### src/rtl/thermal_throttle_pkg.sv
package thermal_throttle_pkg;

  typedef enum logic [2:0] {
    ST_IDLE    = 3'd0,
    ST_REQ     = 3'd1,
    ST_STOPPED = 3'd2,
    ST_RESUME  = 3'd3,
    ST_RUN     = 3'd4
  } tt_state_e;

endpackage

### src/rtl/tt_cfg_shadow.sv
module tt_cfg_shadow #(
  parameter int LEN_W = 16
) (
  input  logic             clk,
  input  logic             rst,
  input  logic             capture,
  input  logic [LEN_W-1:0] stop_len,
  input  logic [LEN_W-1:0] run_len,
  input  logic [LEN_W-1:0] ovh_lim,
  output logic [LEN_W-1:0] stop_m1,
  output logic [LEN_W-1:0] run_m1,
  output logic [LEN_W-1:0] ovh_m1
);

  // zero means one cycle; result is length minus one, used as a terminal count
  function automatic logic [LEN_W-1:0] len_minus_one(input logic [LEN_W-1:0] len);
    if (len == '0) return '0;
    return len - LEN_W'(1);
  endfunction

  always_ff @(posedge clk) begin
    if (rst) begin
      stop_m1 <= '0;
      run_m1  <= '0;
      ovh_m1  <= '0;
    end else if (capture) begin
      stop_m1 <= len_minus_one(stop_len);
      run_m1  <= len_minus_one(run_len);
      ovh_m1  <= len_minus_one(ovh_lim);
    end
  end

endmodule

### src/rtl/tt_down_timer.sv
module tt_down_timer #(
  parameter int LEN_W = 16
) (
  input  logic             clk,
  input  logic             rst,
  input  logic             load,
  input  logic [LEN_W-1:0] load_val,
  output logic             zero
);

  logic [LEN_W-1:0] cnt_q;

  always_ff @(posedge clk) begin
    if (rst)               cnt_q <= '0;
    else if (load)         cnt_q <= load_val;
    else if (cnt_q != '0)  cnt_q <= cnt_q - LEN_W'(1);
  end

  assign zero = (cnt_q == '0);

endmodule

### src/rtl/tt_overhead_watchdog.sv
module tt_overhead_watchdog #(
  parameter int LEN_W = 16
) (
  input  logic             clk,
  input  logic             rst,
  input  logic             clr,
  input  logic             en,
  input  logic [LEN_W-1:0] lim_m1,
  output logic             expire
);

  logic [LEN_W-1:0] cnt_q;

  always_ff @(posedge clk) begin
    if (rst || clr) cnt_q <= '0;
    else if (en && cnt_q != lim_m1) cnt_q <= cnt_q + LEN_W'(1);
  end

  assign expire = en && (cnt_q == lim_m1);

endmodule

### src/rtl/tt_event_counter.sv
module tt_event_counter #(
  parameter int CNT_W = 16
) (
  input  logic             clk,
  input  logic             rst,
  input  logic             inc,
  output logic [CNT_W-1:0] count
);

  function automatic logic [CNT_W-1:0] wrap_inc(input logic [CNT_W-1:0] v);
    return v + CNT_W'(1);
  endfunction

  always_ff @(posedge clk) begin
    if (rst)      count <= '0;
    else if (inc) count <= wrap_inc(count);
  end

endmodule

### src/rtl/thermal_throttle_ctl.sv
module thermal_throttle_ctl
  import thermal_throttle_pkg::*;
#(
  parameter int LEN_W = 16,
  parameter int CNT_W = 16
) (
  input  logic             clk,
  input  logic             rst,
  input  logic             hot_i,
  input  logic             stop_ack_i,
  input  logic [LEN_W-1:0] cfg_stop_len_i,
  input  logic [LEN_W-1:0] cfg_run_len_i,
  input  logic [LEN_W-1:0] cfg_ovh_lim_i,
  output logic             stop_req_o,
  output logic             err_o,
  output logic [CNT_W-1:0] cycles_o
);

  tt_state_e        state_q, state_d;
  logic [LEN_W-1:0] stop_m1, run_m1, ovh_m1;
  logic             tmr_zero, tmr_load;
  logic [LEN_W-1:0] tmr_val;
  logic             wd_en, wd_clr, wd_expire;
  logic             err_q;

  // named internal events
  logic in_idle, start_req, got_ack, win_done, ack_gone, run_done, run_abort, wd_trip;

  assign in_idle   = (state_q == ST_IDLE);
  assign start_req = in_idle && hot_i;
  assign got_ack   = (state_q == ST_REQ) && stop_ack_i;
  assign win_done  = (state_q == ST_STOPPED) && tmr_zero;
  assign ack_gone  = (state_q == ST_RESUME) && !stop_ack_i;
  assign run_abort = (state_q == ST_RUN) && !hot_i;
  assign run_done  = (state_q == ST_RUN) && hot_i && tmr_zero;
  assign wd_en     = ((state_q == ST_REQ) && !stop_ack_i) ||
                     ((state_q == ST_RESUME) && stop_ack_i);
  assign wd_trip   = wd_en && wd_expire;

  tt_cfg_shadow #(.LEN_W(LEN_W)) u_shadow (
    .clk      (clk),
    .rst      (rst),
    .capture  (in_idle),
    .stop_len (cfg_stop_len_i),
    .run_len  (cfg_run_len_i),
    .ovh_lim  (cfg_ovh_lim_i),
    .stop_m1  (stop_m1),
    .run_m1   (run_m1),
    .ovh_m1   (ovh_m1)
  );

  always_comb begin
    state_d = state_q;
    unique case (state_q)
      ST_IDLE:    if (hot_i) state_d = ST_REQ;
      ST_REQ:     if (stop_ack_i) state_d = ST_STOPPED;
                  else if (wd_expire) state_d = ST_IDLE;
      ST_STOPPED: if (tmr_zero) state_d = ST_RESUME;
      ST_RESUME:  if (!stop_ack_i) state_d = ST_RUN;
                  else if (wd_expire) state_d = ST_IDLE;
      ST_RUN:     if (!hot_i) state_d = ST_IDLE;
                  else if (tmr_zero) state_d = ST_REQ;
      default:    state_d = ST_IDLE;
    endcase
  end

  assign tmr_load = got_ack || ack_gone;
  assign tmr_val  = got_ack ? stop_m1 : run_m1;
  assign wd_clr   = (state_d != state_q) || !wd_en;

  tt_down_timer #(.LEN_W(LEN_W)) u_timer (
    .clk      (clk),
    .rst      (rst),
    .load     (tmr_load),
    .load_val (tmr_val),
    .zero     (tmr_zero)
  );

  tt_overhead_watchdog #(.LEN_W(LEN_W)) u_wd (
    .clk    (clk),
    .rst    (rst),
    .clr    (wd_clr),
    .en     (wd_en),
    .lim_m1 (ovh_m1),
    .expire (wd_expire)
  );

  tt_event_counter #(.CNT_W(CNT_W)) u_cnt (
    .clk   (clk),
    .rst   (rst),
    .inc   (ack_gone),
    .count (cycles_o)
  );

  always_ff @(posedge clk) begin
    if (rst) begin
      state_q <= ST_IDLE;
      err_q   <= 1'b0;
    end else begin
      state_q <= state_d;
      err_q   <= wd_trip;
    end
  end

  assign stop_req_o = (state_q == ST_REQ) || (state_q == ST_STOPPED);
  assign err_o      = err_q;

endmodule

### config.mk
export PLATFORM = sky130hd
export DESIGN_NAME = thermal_throttle_ctl
export DESIGN_NICKNAME = d
export VERILOG_FILES = /design/src/rtl/thermal_throttle_pkg.sv /design/src/rtl/tt_cfg_shadow.sv /design/src/rtl/tt_down_timer.sv /design/src/rtl/tt_overhead_watchdog.sv /design/src/rtl/tt_event_counter.sv /design/src/rtl/thermal_throttle_ctl.sv
export SDC_FILE = /design/constraint.sdc
export NUM_CORES = 1
export LEC_CHECK = 0
export BUFFER_PORTS_ARGS = -buffer_cell sky130_fd_sc_hd__buf_4
export CAP_MARGIN = 5
export CORE_MARGIN = 3
export CORE_UTILIZATION = 35
export DETAILED_ROUTE_END_ITERATION = 10
export HOLD_SLACK_MARGIN = 0.03
export PLACE_DENSITY_LB_ADDON = 0.05
export SYNTH_ARGS = -nofsm -noshare
export SYNTH_HDL_FRONTEND = slang
export SYNTH_SLANG_ARGS = --single-unit
### constraint.sdc
create_clock -name clk -period 1.94 [get_ports clk]
set_input_delay 0.388 -clock clk [delete_from_list [all_inputs] [get_ports clk]]
set_output_delay 0.388 -clock clk [all_outputs]
set_load 0.02 [all_outputs]
======== Word level (Yosys, flattened, before mapping) ========
Cells that the tools add are included.
word-level totals
  flip-flop bits (word level) ............. 100
  bits in latches ......................... 0
  memory bits (writable) .................. 0
  ROM bits ................................ 0
  input port bits ......................... 52
  output and inout port bits .............. 18
  logic and storage cells ................. 68
  memories kept ........................... 0
operators by class
  add/sub/neg operators ................... 6
  multiply operators ...................... 0
  div/mod/pow operators ................... 0
  magnitude comparators ................... 0
  eq/ne operators ......................... 7
  shift operators ......................... 0
  multiplexer cells ....................... 26
  bitwise gates (word level) .............. 0
  reduce and logical (&&, ||, !) cells .... 21
operator list
  cell                                                  number
  two-way mux 16 bit                                    9
  zero test 16 bit                                      4
  subtractor 16 x 1 -> 16 bit (second input constant)   4
  adder 16 x 1 -> 16 bit (second input constant)        2
  two-way mux 3 bit                                     7
  equality test 16 bit                                  1
  != test 16 bit                                        1
  nonzero test 16 bit                                   1
  one-hot mux 3 bit (5 select lines)                    1
  two-way mux 1 bit                                     9
  logical AND 1 bit                                     7
  equality test 3 x 2 -> 1 bit (second input constant)  2
  logical OR 1 bit                                      5
  equality test 3 x 1 -> 1 bit (second input constant)  1
  equality test 3 bit (second input constant)           1
  zero test 3 bit                                       1
  != test 3 bit                                         1
  zero test 1 bit                                       2
  nonzero test 2 bit                                    1

======== Logic depth before layout (Yosys ltp) ========
Gate-level depths: netlist (run 1).
  depth after elaboration ................. 10
  depth in mapped cells ................... 9
  mapped depth without buffers ............ 7

======== By module ========
Synthesis (run 1) repeated with hierarchy kept, for this count alone.
second synthesis, totals
  cells, all modules ...................... 673
  area total of the unflattened synthesis .. 5773.0 sq um
modules (own cells, without submodules)
  module                times used  cells an instance  area each (sq um)  seq. area each (sq um)
  tt_cfg_shadow         1           312                2638.8             960.9
  tt_overhead_watchdog  1           119                982.2              320.3
  tt_down_timer         1           112                902.1              320.3
  tt_event_counter      1           83                 757.0              320.3
  thermal_throttle_ctl  1           47                 493.0              80.1

======== Worst setup path before layout (run 1) ========
OpenSTA, ideal clock, no wires.
  path kind ............................... input to register
  start ................................... input cfg_ovh_lim_i[0]
  end ..................................... register u_shadow.ovh_m1[10]
  setup time .............................. 0.123 ns
  arrival time ............................ 1.730 ns
  required time ........................... 1.817 ns
  path slack .............................. 0.088 ns
  cell stages on the path ................. 9
  path buffers ............................ 2
  cells stage by stage .................... inv_1 -> ha_1 -> nor3b_1 -> and3b_1 -> clkbuf_1 -> nand3_1 -> nand2_1 -> clkbuf_2 -> o21ai_0
on the way
  cells in the longest elaborated chain, start to end .. 5
  elaborated cells between the ends (all ways) .. 6
  those cells by class .................... add/sub (1); mux (4); reduce/logical (1)
RTL lines
  item                                                                 RTL line                    RTL
  from (decl)                                                          thermal_throttle_ctl.sv:13  input logic [LEN_W-1:0] cfg_ovh_lim_i,
  branches (longest 4 deep; another with subtractor 16 x 1 -> 16 bit)  -
  two-way mux 16 bit *                                                 tt_cfg_shadow.sv:18         return len - LEN_W'(1);
  to (signal assigned)                                                 tt_cfg_shadow.sv:29         ovh_m1 <= len_minus_one(ovh_lim);
  to (decl)                                                            tt_cfg_shadow.sv:12         output logic [LEN_W-1:0] ovh_m1
Every way passes the cells marked *. The select of a mux whose other input is x is not followed.
A chain may end at the register's enable or synchronous reset.

======== Final worst setup path (run 1) ========
  start ................................... register u_timer.cnt_q[7]
  end ..................................... register u_timer.cnt_q[15]
on the way
  cells in the longest elaborated chain, start to end .. 3
  elaborated cells between the ends (all ways) .. 5
  those cells by class .................... add/sub (1); mux (2); reduce/logical (2)
RTL lines
  item                         RTL line             RTL
  from (decl)                  tt_down_timer.sv:11  logic [LEN_W-1:0] cnt_q;
  from (signal assigned)       tt_down_timer.sv:15  else if (load) cnt_q <= load_val;
  from (signal assigned)       tt_down_timer.sv:16  else if (cnt_q != '0) cnt_q <= cnt_q - LEN_W'(1);
  subtractor 16 x 1 -> 16 bit  tt_down_timer.sv:16
  two-way mux 16 bit           tt_down_timer.sv:16
  two-way mux 16 bit           tt_down_timer.sv:15
Several ways; a longest one is shown, not always the timed one. The select of a mux whose other input is x is not followed.

==> results by group, run 1 <==
Clock tree
  • Clock Latency Late Sink: roughly 0.35 ns
  • Root Driver: clkbuf_16
  • Htree depth: 3
  • Setup bufs post-CTS: 0
  • CTS Sinks: 100
  • TritonCTS Buffers: 9
  • Worst-path clk slew: 0.06 ns
  • Post-CTS sizing: 0
  • CTS tree: yes
  • Hold_buf cts: 0
  • CTS Buffer Depth: 2

Floorplanning
  • Core area: between 10,000 and 15,000 µm²
  • DIE WIDTH: between 100 and 150 µm
  • FP Rows: 43
  • Ports: 70
  • Die Ht: 127 µm
  • Full die area: about 16,000 µm²
  • Initial core utilization: 0.363

Critical path
  • Crit-path cells: nor4_1, buf_4, nand4b_1, nor2_1, a21oi_1, a32o_1
  • Startpoint Class: register
  • Crit path max-delay cell type: nor2_1
  • Worst-path maximum fanout: 5
  • Slowest Stage Delay on Critical Path: roughly 0.37 ns
  • Data arrival time of the critical path: approximately 2.1 ns
  • CP Buf/Inv Count: 1
  • Worst endpoint required time: 2.18 ns
  • CP Class: register to register
  • CP Capture Type: register
  • Critical path's top delay family: simple AND/OR/NAND/NOR gates
  • FF-to-FF setup slack: 0.11 ns

STA
  • Slew HR: 0.690
  • Fin crit share: 0.941
  • Minimum clock period after layout: ~1.8 ns
  • Fmax: approximately 550 MHz
  • Worst setup margin: about 0.11 ns
  • RSZ-0062 raised after global routing: false
  • Final setup viols: 0
  • Setup Skew: roughly 0.0088 ns
  • Pins Over Slew Limit: 0
  • Actual slew at the worst max-slew pin: approximately 0.46 ns
  • Hold Vio Cnt, Final: 0

Detailed routing
  • Total Wirelength: roughly 13 mm
  • Vias: around 4,600
  • Met2 WL post-DR: between 6 and 7 mm
  • Final ANT Viol Nets: 0
  • DRT iter0 DRCs: 186
  • WL/cell: between 10 and 15 µm
  • M1 WL: around 6.2 mm
  • 1st-pass router iterations: 4
  • Residual DRC: 0
  • DR top layer: met4
  • Vias per Instance: ~5
  • WL met3: approximately 450 µm

Yosys
  • Ys Warns: 0
  • FFs w/ async S/R, synth: 0
  • EDFF count, synth: 0
  • Synthesized cell area: just over 5000 µm²
  • Net count after synthesis: 678
  • Sequential-to-total area share from yosys stat: 0.393
  • Ys flop type: dfxtp_1
  • Register bit total from synthesis: 100
  • Post-Syn Instances: between 600 and 700
  • Cell variety after synth: 56
  • Average cell area after synthesis: between 8 and 9 µm²

GRT
  • Tot GR Track Use: 0.166
  • Global-route wire length before repair: ~22 mm
  • Initial antenna violation count: 0
  • Largest net degree at the start of global routing: 38
  • Number of global-route vias before repair: 4,398
  • Congestion Overflow GR: 0

Job
  • Max cap viols: 0

Layout
  • Commonest non-fill, non-tap cell in the layout: buf_4
  • Final Non-Filler Cells: roughly 910
  • Antenna cell count: 0
  • Area grow syn2layout: 27.3%
  • Nets: 784
  • Final core utilization: 0.462
  • Share of layout cells above drive strength 1: 0.208
  • Commonest non-fill, non-tap cells in the layout: buf_4, dfxtp_1, nor2_1

Place
  • Place WS: -0.0441 ns
  • Port-buffer cells: 69
  • Placed cells: roughly 900
  • Placed wire-length estimate: between 10 and 15 mm
  • Final Wtd Congestion: about 0.82

Power
  • VDD IR-drop max: between 400 and 500 µV
  • Power Density: roughly 1000 nW/µm²
  • Leakage Power: around 0.0025 µW

Outcome
  • Outcome: completed

Worst hold path
  • Worst hold path class: input pin to register
[layout make-up]
cell class                 count  area (µm²)
fill                        1399        7550
timing repair buffer         120         901
clock inverter                 3        67.6
clock buffer                  13         270
tap                          180         225
multi-input combinational    483        2980
inverter                      12        45.0
sequential                   100        2000
[metal layers]
metal | global-route usage | vias up
met2 | 0.279 | 68
met5 | 0 | -
met3 | 0.0362 | 12
met1 | 0.213 | 2119
met4 | 0.0555 | 0
li1 | - | 2392
[report_power, final]
group,switching [µW],internal [µW]
combinational,1070,1030
clock,764,1240
sequential,274,2390
[state kept, by name (all words and copies together), names as in the netlist]
name	cells
u_wd.cnt_q	16
err_o	1
u_timer.cnt_q	16
u_shadow.stop_m1	16
u_shadow.run_m1	16
u_shadow.ovh_m1	16
state_q	3
u_cnt.count	16
[cell usage after synthesis (3+ instances only)]
master	n	area [µm²]
nand2b_1	5	31.3
mux2i_1	4	40.0
or4_4	3	33.8
o21ai_0	42	210
clkbuf_1	16	60.1
dfxtp_1	100	2000
or3_1	6	37.5
o31ai_1	3	22.5
nor2_1	81	304
nor2b_1	6	37.5
and4_1	3	26.3
a211oi_1	13	97.6
buf_2	5	25.0
ha_1	6	75.1
nand3_1	22	110
nor4_1	18	113
nand4_1	12	75.1
xnor2_1	39	342
a32o_1	4	40.0
xor2_1	49	429
nor3_1	25	125
o22ai_1	4	25.0
a21oi_1	17	85.1
and3_1	4	25.0
inv_1	12	45.0
nand2_1	76	285
nor3b_1	3	22.5
a22oi_1	4	30.0
[final timing paths]
kind,from,to,cells past startpoint
setup / recovery,u_timer.cnt_q[7]$_SDFFE_PP0P_,u_timer.cnt_q[15]$_SDFFE_PP0P_,6
hold / removal,cfg_ovh_lim_i[0],u_shadow.ovh_m1[0]$_SDFFE_PP0P_,2
setup reg to reg,u_timer.cnt_q[7]$_SDFFE_PP0P_,u_timer.cnt_q[15]$_SDFFE_PP0P_,6
hold reg to reg,u_shadow.stop_m1[11]$_SDFFE_PP0P_,u_shadow.stop_m1[11]$_SDFFE_PP0P_,2
[logic make-up after synthesis]
family	share of synthesized area
flops	0.393
simple gates	0.279
buf+inv	0.0290
compound gates	0.126
mux	0.00785
xor+xnor	0.151
fa+ha+maj	0.0147
[per-stage QoR]
step / hold slack, ns / setup TNS, ns / cell area, µm² / total power [µW]
6_report: 0.259 / 0 / 6490 / 6760
5_1_grt: 0.258 / 0 / 6490 / 7200
4_1_cts: 0.240 / 0 / 6470 / 6850
3_5_place_dp: 0.445 / -0.351 / 6140 / 4800
3_3_place_gp: 0.439 / -0.00301 / 6140 / 4770
2_1_floorplan: 0.420 / 0 / 5100 / 3930
No activity file was read; power rests on OpenSTA's default activity.
==> inputs of run 2 (changes only) <==
--- a/config.mk
+++ b/config.mk
@@ -11,7 +11,6 @@
 export CORE_UTILIZATION = 35
 export DETAILED_ROUTE_END_ITERATION = 10
 export HOLD_SLACK_MARGIN = 0.03
-export PLACE_DENSITY_LB_ADDON = 0.05
 export SYNTH_ARGS = -nofsm -noshare
 export SYNTH_HDL_FRONTEND = slang
 export SYNTH_SLANG_ARGS = --single-unit
==> run 2 against run 1 <==
Net effect:
- non-clock buffer count did not move
- register-to-register slack barely moved
- wire length barely moved
- sequential cell count did not move
- clock power fell by 3%
- global-route usage rose by 0.082 points
- final cell count did not move
- worst setup slack got worse by 0.011 ns
- largest power group unchanged
==> results by group, run 2 (synthesis results as in run 1) <==
Outcome
  • Outcome: completed

Detailed routing
  • 1st-pass router iterations: 4
  • Residual DRC: 0
  • DRT iter0 DRCs: between 200 and 300
  • Vias: roughly 4,600
  • Final ANT Viol Nets: 0
  • Vias per Instance: 5.10
  • WL/cell: 14.4 µm
  • Total Wirelength: about 13 mm

STA
  • Hold Vio Cnt, Final: 0
  • Fin crit share: 0.947
  • Actual slew at the worst max-slew pin: 0.440 ns
  • Pins Over Slew Limit: 0
  • Final setup viols: 0
  • Worst setup margin: slightly above 0.1 ns
  • Fmax: between 500 and 600 MHz
  • Setup Skew: roughly 0.0087 ns
  • RSZ-0062 raised after global routing: false
  • Slew HR: 0.704
  • Minimum clock period after layout: about 1.8 ns

Critical path
  • Critical path's top delay family: simple AND/OR/NAND/NOR gates
  • Startpoint Class: register
  • CP Buf/Inv Count: 2
  • Crit path max-delay cell type: or3_4
  • Crit-path cells: inv_2, ha_4, nor3b_4, nand4b_1, buf_4, or3_4, nand3_2, a211oi_1
  • Data arrival time of the critical path: 2.05 ns
  • CP Capture Type: register
  • Worst-path maximum fanout: 5
  • CP Class: register to register
  • Worst endpoint required time: about 2.2 ns
  • Slowest Stage Delay on Critical Path: between 0.3 and 0.4 ns

Place
  • Place WS: -0.0198 ns
  • Final Wtd Congestion: 0.838
  • DP Area: 6140 µm²
  • Placed wire-length estimate: about 10 mm
  • Placed cells: about 900
  • Port-buffer cells: just under 70

Layout
  • Final Non-Filler Cells: 911
  • Area grow syn2layout: 27.9%
  • Nets: just under 800
  • Design area: roughly 6500 µm²
  • Commonest non-fill, non-tap cell in the layout: buf_4
  • Antenna cell count: 0
  • Commonest non-fill, non-tap cells in the layout: buf_4, dfxtp_1, nor2_1
  • Share of layout cells above drive strength 1: 0.213
  • Final core utilization: 0.464

GRT
  • Congestion Overflow GR: 0
  • Tot GR Track Use: 0.167
  • Global-route wire length before repair: 22.0 mm
  • Number of global-route vias before repair: 4,611
  • Largest net degree at the start of global routing: 38
  • Initial antenna violation count: 0

Clock tree
  • Htree depth: 3
  • Worst-path clk slew: roughly 0.07 ns
  • Root Driver: clkbuf_16
  • CTS Buffer Depth: 2
  • CTS Sinks: 100
  • TritonCTS Buffers: 9
  • CTS tree: yes
  • Clock Latency Late Sink: between 0.3 and 0.4 ns
  • Hold_buf cts: 0

Job
  • Max cap viols: 0

Worst hold path
  • Worst hold path class: input pin to register

Floorplanning
  • FP Rows: 43
  • Full die area: between 15,000 and 20,000 µm²
  • DIE WIDTH: approximately 130 µm
  • Ports: 70
  • Die Ht: around 130 µm
  • Core area: between 10,000 and 15,000 µm²
  • Initial core utilization: 0.363

Power
  • Leakage Power: ~0.0025 µW
  • VDD IR-drop max: between 500 and 600 µV
  • Power Density: 1050 nW/µm²
## run 2: changes by cell type in the layout (fill, tap and decap cells not counted), sizes merged
cell / change
clkinv: +1
clkbuf: -1
## run 2: worst reg2reg max path: cells and delay by family (launching register included)
| kind | cells | cell delay (ns) |
|---|---|---|
| flip-flops | 1 | 0.33 |
| adder cells (fa/ha/maj) | 1 | 0.13 |
| AO/OA/AOI/OAI | 1 | 0.06 |
| buffers and inverters | 2 | 0.30 |
| AND/OR/NAND/NOR | 4 | 0.90 |
## run 2: final timing paths
kind | end | from | cells past startpoint | slack, ns
min reg2reg | u_shadow.stop_m1[6]$_SDFFE_PP0P_ | u_shadow.stop_m1[6]$_SDFFE_PP0P_ | 2 | 0.45
max | u_timer.cnt_q[0]$_SDFFE_PP0P_ | u_timer.cnt_q[1]$_SDFFE_PP0P_ | 8 | 0.10
max reg2reg | u_timer.cnt_q[0]$_SDFFE_PP0P_ | u_timer.cnt_q[1]$_SDFFE_PP0P_ | 8 | 0.10
min | u_shadow.stop_m1[0]$_SDFFE_PP0P_ | cfg_stop_len_i[0] | 2 | 0.26
## run 2: cell type report
| cell class | count | area, µm² |
|---|---|---|
| Fill cell | 1337 | 7520 |
| Multi-Input combinational cell | 483 | 3010 |
| Sequential cell | 100 | 2000 |
| Timing Repair Buffer | 120 | 913 |
| Clock buffer | 12 | 246 |
| Tap cell | 180 | 225 |
| Clock inverter | 4 | 72.6 |
| Inverter | 12 | 45.0 |
## run 2: per-stage QoR
| stage | total power (µW) | TNS, ns | hold slack [ns] |
|---|---|---|---|
| floorplan | 3930 | 0 | 0.420 |
| global placement | 4740 | 0 | 0.435 |
| detailed placement | 4800 | -0.0678 | 0.443 |
| CTS | 6760 | 0 | 0.256 |
| global route | 7280 | 0 | 0.278 |
| finish | 6860 | 0 | 0.263 |
## run 2: power by group
group	leakage, µW	switching [µW]	internal [µW]
sequential	0.000821	314	2400
combinational	0.00157	1090	1120
clock	0.000153	780	1170
total	0.00254	2190	4680
## run 2: what timing repair did
action	CTS	global route
resized for setup	1	13
setup buffers	0	1
endpoints found under the setup margin	3	15
cloned	0	0
pin swaps	0	3
## run 2: routing by layer
layer | global-route usage | up-vias | part of all wire
met3 | 0.0227 | 22 | 0.033
li1 | - | 2390 | -
met2 | 0.289 | 88 | 0.48
met1 | 0.211 | 2149 | 0.46
met4 | 0.0656 | 0 | 0.022
met5 | 0 | - | 0
==> inputs of run 3 (changes only) <==
--- a/config.mk
+++ b/config.mk
@@ -13,4 +13,5 @@
 export HOLD_SLACK_MARGIN = 0.03
 export SYNTH_ARGS = -nofsm -noshare
 export SYNTH_HDL_FRONTEND = slang
+export SYNTH_HIERARCHICAL = 1
 export SYNTH_SLANG_ARGS = --single-unit
==> run 3 against run 2 <==
Net effect:
- maximum frequency shrank 2.2%
- critical path depth is the same
- clock skew shrank 0.0049 ns
- total power grew 8.3%
- non-clock buffer count grew 25
- combinational power grew 25%
- final cell count grew 12%
- wire length grew 13%
- worst setup slack lost 0.041 ns
- synthesized cell count grew 8.5%
==> results by group, run 3 <==
Worst hold path
  • Worst hold path class: input pin to register
  • Hold Startpoint: cfg_stop_len_i[12]
  • Worst hold path depth: 2
  • Worst hold path endpoint: u_shadow/stop_m1[12]$_SDFFE_PP0P_

Power
  • VDD IR-drop max: 486 µV
  • Power share of the combinational group: 0.373
  • Sw Share: 0.344
  • Sw Pwr: ~2600 µW
  • Leakage Power: approximately 0.0028 µW
  • Int Power: between 4000 and 5000 µW
  • Clock power share: 0.246
  • Sequential share of power: 0.382
  • Power Density: roughly 1000 nW/µm²

Place
  • Placed wire-length estimate: ~11 mm
  • Port-buffer cells: 69
  • DP Area: 7010 µm²
  • Final Wtd Congestion: about 0.86
  • Placed cells: ~1,000

Yosys
  • Count leader, synth: dfxtp_1
  • Synth top area share: 0.347
  • Synth top cells by count: dfxtp_1, nand2_1, nor2_1, o21ai_0, xnor2_1
  • Average cell area after synthesis: 8.58 µm²
  • Sequential-to-total area share from yosys stat: 0.347
  • Register bit total from synthesis: 100
  • FFs w/ async S/R, synth: 0
  • Ys flop type: dfxtp_1
  • Ys Warns: 6
  • Post-Syn Instances: 673
  • Cell variety after synth: between 70 and 80
  • Largest area contributor in the netlist: dfxtp_1
  • EDFF count, synth: 0
  • Net count after synthesis: ~730
  • Synth top area cells: dfxtp_1, xnor2_1, nand2_1
  • Synthesized cell area: between 5000 and 6000 µm²

Detailed routing
  • 1st-pass router iterations: 5
  • Residual DRC: 0
  • Vias: 5,340
  • WL/cell: 14.6 µm
  • Final ANT Viol Nets: 0
  • DRT iter0 DRCs: about 370
  • Vias per Instance: about 5.2
  • Total Wirelength: 14.9 mm

GRT
  • Tot GR Track Use: 0.166
  • Initial antenna violation count: 0
  • Congestion Overflow GR: 0
  • Largest net degree at the start of global routing: 31
  • Global-route wire length before repair: around 25 mm
  • Number of global-route vias before repair: 5,014

Clock tree
  • Clock Latency Late Sink: 0.35 ns
  • Worst-path clk slew: 0.06 ns
  • Hold_buf cts: 0
  • CTS tree: yes
  • Htree depth: 3
  • CTS Sinks: 100
  • CTS Buffer Depth: 2
  • Root Driver: clkbuf_16
  • TritonCTS Buffers: 9

STA
  • Minimum clock period after layout: between 1.5 and 2 ns
  • Fmax: 532 MHz
  • Worst hold margin: a little over 0.3 ns
  • Final setup viols: 0
  • Setup TNS Final: 0 ns
  • RSZ-0062 raised after global routing: true
  • Actual slew at the worst max-slew pin: 0.511 ns
  • Hold Vio Cnt, Final: 0
  • Pins Over Slew Limit: 0
  • Slew HR: 0.657
  • Setup Skew: 0.00380 ns
  • Fin crit share: 0.968

Critical path
  • Startpoint Class: register
  • Worst endpoint required time: roughly 2.2 ns
  • CP Class: register to register
  • Data arrival time of the critical path: 2.16 ns
  • Reg2reg start: u_wd/cnt_q[8]$_SDFFE_PP0P_
  • Worst-path maximum fanout: 6
  • FF-to-FF setup slack: around 0.061 ns
  • FF-to-FF End: u_wd/cnt_q[0]$_SDFFE_PP0P_
  • CP Capture Type: register
  • Worst Reg-to-Reg Cells: 8

Floorplanning
  • DIE WIDTH: approximately 130 µm
  • Initial core utilization: 0.361
  • Full die area: roughly 18,000 µm²
  • Die Ht: ~130 µm
  • Ports: 70
  • FP Rows: 46
  • Core area: 16,000 µm²

Layout
  • Fill cells: approximately 1,600
  • Share of layout cells above drive strength 1: 0.292
  • Final Non-Filler Cells: roughly 1,000
  • Commonest non-fill, non-tap cells in the layout: buf_4, dfxtp_1, nand2_1
  • Area grow syn2layout: 28.1%
  • Antenna cell count: 0
  • Nets: 859
  • Commonest non-fill, non-tap cell in the layout: buf_4
  • Design area: 7400 µm²

Outcome
  • Outcome: completed

Job
  • Max cap viols: 0
## run 3: cell count changes after synthesis, moves of 5 or more
cell,before,now
o31ai_1,3,9
a211oi_1,13,6
o31a_1,1,8
a21oi_1,17,26
xor2_1,49,25
a311oi_1,0,6
nand3b_1,2,7
mux2_4,0,9
mux2_2,0,10
nor3_1,25,18
nor2_1,81,59
nor4_1,18,12
or4_1,2,7
o21ai_0,42,51
## run 3: layout make-up
type / instances / area (µm²) / area share
Timing Repair Buffer: 145 / 1100 / 0.149
Clock buffer: 15 / 308 / 0.0416
Sequential cell: 100 / 2030 / 0.274
Multi-Input combinational cell: 529 / 3630 / 0.490
Tap cell: 216 / 270 / 0.0365
Inverter: 16 / 60.1 / 0.00812
## run 3: worst max-delay path, stage by stage (launching register included)
cell and delay [ns]:
dfxtp_2 0.35, xnor2_1 0.13, nand4_1 0.15, nor4_4 0.08, and2_4 0.16, nand3b_1 0.16
or2_4 0.24, or4b_1 0.45, o21ai_1 0.08
## run 3: cells by family after synthesis
kind of cell,after synthesis,synth area share
and+or+nand+nor,295,0.298
DFF,100,0.347
AOI/OAI and AO/OA,140,0.157
xor gates and xnor gates,61,0.0925
muxes,27,0.0568
buffers and inverters,44,0.0358
adders and majority gates,6,0.0130
## run 3: power groups by stage
stage | clock network, µW | registers (µW) | logic, µW
floorplan | 0 | 2770 | 1910
global placement | 0 | 2850 | 2660
detailed placement | 0 | 2880 | 2730
CTS | 1880 | 2830 | 2750
global route | 1960 | 2890 | 3080
finish | 1830 | 2840 | 2770
## run 3: per-stage QoR
stage	power, µW	worst slack, ns	utilization
6_report	7430	0.0613	0.462
5_1_grt	7940	-0.0781	0.462
4_1_cts	7460	0.0341	0.457
3_5_place_dp	5610	-0.0325	0.438
3_3_place_gp	5510	0.00196	0.438
2_1_floorplan	4680	-0.0152	-
## run 3: worst max path at each step
stage	from	endpoint	depth (start not counted)
after floorplan	state_q[1]$_SDFF_PP0_	u_wd/cnt_q[0]$_SDFFE_PP0P_	9
after global placement	stop_ack_i	u_wd/cnt_q[0]$_SDFFE_PP0P_	8
after detailed placement	stop_ack_i	u_wd/cnt_q[0]$_SDFFE_PP0P_	8
after CTS	u_wd/cnt_q[12]$_SDFFE_PP0P_	u_wd/cnt_q[3]$_SDFFE_PP0P_	8
after global routing	u_wd/cnt_q[7]$_SDFFE_PP0P_	u_wd/cnt_q[0]$_SDFFE_PP0P_	9
final	u_wd/cnt_q[8]$_SDFFE_PP0P_	u_wd/cnt_q[0]$_SDFFE_PP0P_	8
## run 3: timing repair
action / CTS / global route
setup buffers: 0 / 4
gates resized for setup: 0 / 21
endpoints found under the setup margin: 0 / 43
## run 3: layer usage
metal | part of all wire | track usage | wire (µm)
met1 | 0.48 | 0.228 | 7130
met2 | 0.46 | 0.264 | 6790
met3 | 0.045 | 0.0236 | 675
met4 | 0.018 | 0.0639 | 263
met5 | 0 | 0 | 0
